### src/rtl/bcd_sub_pkg.sv
package bcd_sub_pkg;

  localparam int DIGIT_W = 4;
  localparam int BYTE_W  = 2 * DIGIT_W;
  localparam int FLG_W   = 4;

  // flag word positions
  localparam int FLG_VF = 3;
  localparam int FLG_NF = 2;
  localparam int FLG_CF = 1;
  localparam int FLG_ZF = 0;

  typedef struct packed {
    logic              borrow;
    logic [BYTE_W-1:0] value;
  } bcd_res_t;

  // one decimal digit minus another minus borrow, corrected
  function automatic logic [DIGIT_W:0] digit_sub(input logic [DIGIT_W-1:0] a,
                                                 input logic [DIGIT_W-1:0] b,
                                                 input logic               bin);
    logic [DIGIT_W:0] raw;
    raw = {1'b0, a} - {1'b0, b} - {{DIGIT_W{1'b0}}, bin};
    if (raw[DIGIT_W]) raw = raw - (DIGIT_W+1)'(6);
    // keep the borrow in the top bit, corrected digit below
    return {raw[DIGIT_W] | (({1'b0, a} < ({1'b0, b} + {{DIGIT_W{1'b0}}, bin}))),
            raw[DIGIT_W-1:0]};
  endfunction

  function automatic bcd_res_t bcd_sub_byte(input logic [BYTE_W-1:0] a,
                                            input logic [BYTE_W-1:0] b,
                                            input logic              bin);
    logic [DIGIT_W:0] lo, hi;
    bcd_res_t r;
    lo = digit_sub(a[DIGIT_W-1:0], b[DIGIT_W-1:0], bin);
    hi = digit_sub(a[BYTE_W-1:DIGIT_W], b[BYTE_W-1:DIGIT_W], lo[DIGIT_W]);
    r.borrow = hi[DIGIT_W];
    r.value  = {hi[DIGIT_W-1:0], lo[DIGIT_W-1:0]};
    return r;
  endfunction

endpackage

### src/rtl/bcd_sub_trig.sv
module bcd_sub_trig #(
  parameter int          ADDR_W   = 18,
  parameter int          DATA_W   = 8,
  parameter logic [17:0] TRIG_ADR = 18'h03F07,
  parameter logic [7:0]  TRIG_CMD = 8'h80
) (
  input  logic              bus_we,
  input  logic [ADDR_W-1:0] bus_addr,
  input  logic [DATA_W-1:0] bus_wdata,
  input  logic              busy,
  output logic              start
);

  logic hit_addr, hit_cmd;

  assign hit_addr = (bus_addr == ADDR_W'(TRIG_ADR));
  assign hit_cmd  = (bus_wdata == DATA_W'(TRIG_CMD));
  assign start    = bus_we && hit_addr && hit_cmd && !busy;

endmodule

### src/rtl/bcd_sub_seq.sv
module bcd_sub_seq #(
  parameter int LATENCY = 4
) (
  input  logic clk,
  input  logic rst,
  input  logic start,
  output logic busy,
  output logic finish,
  output logic done
);

  localparam int CNT_W = (LATENCY > 1) ? $clog2(LATENCY) : 1;
  localparam logic [CNT_W-1:0] LAST = CNT_W'(LATENCY - 1);

  logic [CNT_W-1:0] cnt;

  assign finish = busy && (cnt == LAST);

  always_ff @(posedge clk) begin
    if (rst) begin
      busy <= 1'b0;
      cnt  <= '0;
      done <= 1'b0;
    end else begin
      done <= finish;
      if (start) begin
        busy <= 1'b1;
        cnt  <= '0;
      end else if (finish) begin
        busy <= 1'b0;
        cnt  <= '0;
      end else if (busy) begin
        cnt  <= cnt + 1'b1;
      end
    end
  end

  AST_START_WHEN_IDLE: assert property (@(posedge clk) disable iff (rst)
    start |-> !busy);
  AST_DONE_AFTER_BUSY: assert property (@(posedge clk) disable iff (rst)
    done |-> !busy);
  AST_DONE_SINGLE: assert property (@(posedge clk) disable iff (rst)
    done |=> !done);
  AST_BUSY_RISES_ON_START: assert property (@(posedge clk) disable iff (rst)
    start |=> busy);

endmodule

### src/rtl/bcd_sub_dp.sv
module bcd_sub_dp
  import bcd_sub_pkg::*;
(
  input  logic              clk,
  input  logic              rst,
  input  logic              ld_we,
  input  logic [BYTE_W-1:0] ld_acc,
  input  logic [BYTE_W-1:0] ld_sub,
  input  logic [FLG_W-1:0]  ld_flg,
  input  logic              busy,
  input  logic              finish,
  output logic [BYTE_W-1:0] acc_q,
  output logic [BYTE_W-1:0] sub_q,
  output logic [FLG_W-1:0]  flg_q
);

  bcd_res_t res;
  logic     load_ok;

  assign res     = bcd_sub_byte(acc_q, sub_q, flg_q[FLG_CF]);
  assign load_ok = ld_we && !busy;

  always_ff @(posedge clk) begin
    if (rst) begin
      acc_q <= '0;
      sub_q <= '0;
      flg_q <= '0;
    end else if (finish) begin
      acc_q          <= res.value;
      flg_q[FLG_VF]  <= 1'b0;
      flg_q[FLG_NF]  <= 1'b0;
      flg_q[FLG_CF]  <= res.borrow;
      flg_q[FLG_ZF]  <= (res.value == '0);
    end else if (load_ok) begin
      acc_q <= ld_acc;
      sub_q <= ld_sub;
      flg_q <= ld_flg;
    end
  end

  AST_ACC_HELD_WHILE_BUSY: assert property (@(posedge clk) disable iff (rst)
    (busy && !finish) |=> $stable(acc_q) && $stable(sub_q));
  AST_VF_NF_CLEARED: assert property (@(posedge clk) disable iff (rst)
    finish |=> !flg_q[FLG_VF] && !flg_q[FLG_NF]);
  AST_ZF_MATCHES: assert property (@(posedge clk) disable iff (rst)
    finish |=> (flg_q[FLG_ZF] == (acc_q == '0)));

endmodule

### src/rtl/bcd_sub_unit.sv
module bcd_sub_unit #(
  parameter int ADDR_W  = 18,
  parameter int LATENCY = 4
) (
  input  logic              clk,
  input  logic              rst,
  input  logic              ld_we,
  input  logic [7:0]        ld_acc,
  input  logic [7:0]        ld_sub,
  input  logic [3:0]        ld_flg,
  input  logic              bus_we,
  input  logic [ADDR_W-1:0] bus_addr,
  input  logic [7:0]        bus_wdata,
  output logic [7:0]        acc_q,
  output logic [7:0]        sub_q,
  output logic              vf,
  output logic              nf,
  output logic              cf,
  output logic              zf,
  output logic              busy,
  output logic              done
);
  import bcd_sub_pkg::*;

  logic             start;
  logic             finish;
  logic [FLG_W-1:0] flg_q;

  bcd_sub_trig #(.ADDR_W(ADDR_W), .DATA_W(BYTE_W)) u_trig (
    .bus_we(bus_we), .bus_addr(bus_addr), .bus_wdata(bus_wdata),
    .busy(busy), .start(start)
  );

  bcd_sub_seq #(.LATENCY(LATENCY)) u_seq (
    .clk(clk), .rst(rst), .start(start),
    .busy(busy), .finish(finish), .done(done)
  );

  bcd_sub_dp u_dp (
    .clk(clk), .rst(rst), .ld_we(ld_we), .ld_acc(ld_acc), .ld_sub(ld_sub),
    .ld_flg(ld_flg), .busy(busy), .finish(finish),
    .acc_q(acc_q), .sub_q(sub_q), .flg_q(flg_q)
  );

  assign vf = flg_q[FLG_VF];
  assign nf = flg_q[FLG_NF];
  assign cf = flg_q[FLG_CF];
  assign zf = flg_q[FLG_ZF];

  AST_DONE_WITH_FINISH: assert property (@(posedge clk) disable iff (rst)
    finish |=> done && !busy);

endmodule

### config.mk
export PLATFORM = sky130hd
export DESIGN_NAME = bcd_sub_unit
export DESIGN_NICKNAME = d
export VERILOG_FILES = /design/src/rtl/bcd_sub_pkg.sv /design/src/rtl/bcd_sub_trig.sv /design/src/rtl/bcd_sub_seq.sv /design/src/rtl/bcd_sub_dp.sv /design/src/rtl/bcd_sub_unit.sv
export SDC_FILE = /design/constraint.sdc
export NUM_CORES = 1
export LEC_CHECK = 0
export BUFFER_PORTS_ARGS = -buffer_cell sky130_fd_sc_hd__buf_2
export CAP_MARGIN = 20
export CORE_AREA = 2 2 86 88
export CTS_CLUSTER_SIZE = 20
export DETAILED_ROUTE_END_ITERATION = 10
export DIE_AREA = 0 0 88 90
export RECOVER_POWER = 25
export SKIP_CTS_REPAIR_TIMING = 1
export SYNTH_ARGS = -nofsm -noshare
export SYNTH_HDL_FRONTEND = slang
export SYNTH_SLANG_ARGS = --single-unit
### constraint.sdc
create_clock -name clk -period 10.6 [get_ports clk]
set_input_delay 0.53 -clock clk [delete_from_list [all_inputs] [get_ports clk]]
set_output_delay 0.53 -clock clk [all_outputs]
set_load 0.01 [all_outputs]
==> impl_metrics.csv <==
group,metric,value,unit
outcome,status,"finished, final reports clean",
placed_design,numPortBuffers,71,
timing,timing.hold.ws,0.485,ns
critical_path,end_kind,"register",
power,power.internal,0.179,mW
power,switching_share,0.378,
min_path,whs_path_depth,3,
synthesis,syn_area,1980,um2
placed_design,detailed_place_hpwl,4300,um
cts,max-clock-path-buffers,2,
cts,cts_tree,"done",
job,maxCapViolations,0,
floorplanning,ioPinCount,72,
synthesis,syn_nets,323,
floorplanning,die_h,90,um
final_layout,synthToLayoutAreaGrowth,24.5,%
timing,tightest_slew,1.01,ns
global_routing,grt_max_degree,25,
routing,first_pass_iters,4,
critical_path,worstSetupPathType,"register to register",
routing,ant_nets,0,
critical_path,crit_arrival,6.12,ns
floorplanning,rows,31,
synthesis,synth_cells,240,
final_layout,final_cell_mix,"61 x buf_2, 29 x nand2_1, 29 x ha_1",
final_layout,final_nets,392,
timing,fmax,170,MHz
critical_path,start_kind,"register",
synthesis,ys_ff_latch,24,
floorplanning,die_x,88,um
routing,vias_per_cell,4.66,
placed_design,globalplace.congestion,0.813,
routing,drt_wl_total,5490,um
critical_path,r2r_setup_slack,4.70,ns
timing,slew_headroom,0.325,
global_routing,first_global_vias,1862,
global_routing,grt_util_all_layers,0.140,
timing,hold_viol,0,
power,power_density,117,nW/um2
cts,cts_root_buf,"clkbuf_8",
timing,tns,0,ns
global_routing,antenna_found_initial,0,
routing,wl_per_cell,13.5,um
placed_design,post-place-ws,4.80,ns
power,p_comb_frac,0.458,
floorplanning,fp.dieArea,7920,um2
final_layout,final_common_cell,"buf_2",
power,switchingPower,0.109,mW
cts,cts_max_level,1,
cts,clk_latency,0.27,ns
routing,route.detailed.drc,0,
synthesis,synth_edf_count,0,
final_layout,drive_gt1_frac,0.235,
global_routing,gr-total-overflow,0,
routing,drtIter0Drc,87,
cts,clk_pin_slew,0.08,ns
global_routing,grt_pass1_wl,8970,um
synthesis,yosys_warnings,0,
power,irDropWorstVdd,0.0000457,V
power,p_leak,1.10,nW
timing,setup_viol,0,
synthesis,ys_types,41,
routing,vias,1890,
final_layout,fill_cells,753,
timing,period_share,0.556,
timing,finalCriticalPeriod,5.90,ns
critical_path,crit_required,10.82,ns
floorplanning,core_area,7020,um2
critical_path,reg2reg_depth,22,
cts,cts_buffers,3,
timing,fin_skew,0.00212,ns
synthesis,async_reset_ff_frac,0,
timing,grt_setup_unrepaired,"false",
synthesis,ys_seq_area_frac,0.243,
timing,worst_slack,4.70,ns
final_layout,post-route-util,0.351,
power,pwr-share-clk,0.194,
synthesis,synth_ff_type,"dfxtp_1",
power,seq_power_share,0.348,
final_layout,antenna_cells,0,
cts,cts_sinks,24,
timing,finalMaxSlewViolations,0,
synthesis,post_synth.cell_area_avg,8.24,um2
critical_path,cp_max_fo,6,
floorplanning,initial_utilization,0.282,
min_path,holdCritPathClass,"input port to register",
-- synth_stat cells, drive strengths merged, types with 4 or more instances --
cell type	n	share of area
ha	29	0.18
nand2	29	0.055
dfxtp	24	0.24
inv	23	0.044
nor2	13	0.025
a21oi	11	0.028
nand3	8	0.020
o21ai	8	0.020
xnor2	8	0.035
a211oi	7	0.027
clkbuf	7	0.013
nor2b	7	0.022
xor2	7	0.031
nor3	6	0.015
o21a	5	0.019
and2	4	0.013
fa	4	0.041
mux2i	4	0.020
nor4	4	0.013
-- area by class of cell --
cell class,count,area [um2],area share
multi-input cells,186,1390,0.563
clock buffers,3,41.3,0.0168
flip-flops and latches,24,480,0.195
inverters,23,86.3,0.0351
well taps,99,124,0.0503
repair buffers,71,343,0.139
-- power groups by stage --
stage | logic (mW) | registers (mW) | clock network, mW
final | 0.132 | 0.0999 | 0.0558
after global routing | 0.147 | 0.101 | 0.0604
after CTS | 0.131 | 0.100 | 0.0572
after detailed placement | 0.130 | 0.102 | 0
after global placement | 0.126 | 0.102 | 0
after floorplan | 0.0914 | 0.103 | 0
-- state kept, by name, indices dropped and copies added, names as in the netlist --
signal and flops:
u_dp.acc_q 8, u_dp.flg_q 4, u_dp.sub_q 8, u_seq.busy 1, u_seq.cnt 2, u_seq.done 1
-- worst paths after layout --
| check | startpoint | to |
|---|---|---|
| min reg2reg | u_dp.sub_q[0]$_SDFFE_PP0P_ | u_dp.sub_q[0]$_SDFFE_PP0P_ |
| min | ld_sub[6] | u_dp.sub_q[6]$_SDFFE_PP0P_ |
| max reg2reg | u_dp.sub_q[0]$_SDFFE_PP0P_ | u_dp.flg_q[0]$_SDFFE_PP0P_ |
| max | u_dp.sub_q[0]$_SDFFE_PP0P_ | u_dp.flg_q[0]$_SDFFE_PP0P_ |
-- cells by family after synthesis --
kind of cell / count (synthesis) / share of synthesized area
simple gates: 85 / 0.216
compound gates: 49 / 0.173
fa+ha+maj: 33 / 0.224
buf+inv: 30 / 0.0570
flops: 24 / 0.243
xor+xnor: 15 / 0.0665
mux: 4 / 0.0203
-- through the flow --
stage          area (um2)  power, mW  cells
2_1_floorplan        1980      0.194    240
3_3_place_gp         2430      0.228    403
3_5_place_dp         2430      0.232    403
4_1_cts              2470      0.289    406
5_1_grt              2460      0.308    406
6_report             2460      0.288    406
-- routing by layer --
layer,share of wire,vias up,global-route usage
li1,-,968,-
met1,0.48,879,0.190
met2,0.48,34,0.230
met3,0.024,9,0.0165
met4,0.019,0,0.0436
met5,0,-,0
-- critical path: stages (launching register included) --
cell and delay [ns]:
dfxtp_1 0.39, inv_1 0.09, fa_1 0.54, inv_1 0.05
ha_1 0.18, or2_2 0.29, fa_1 0.39, nand2b_1 0.18
a211oi_1 0.54, nor2_1 0.13, o221ai_1 0.29, fa_1 0.50
inv_1 0.08, ha_1 0.16, nor2_1 0.08, fa_1 0.46
xnor2_1 0.21, ha_1 0.28, nor2b_1 0.14, o221ai_1 0.17
o211ai_1 0.18, a2111oi_2 0.36, a31o_1 0.17
(Power assumes the default switching activity.)
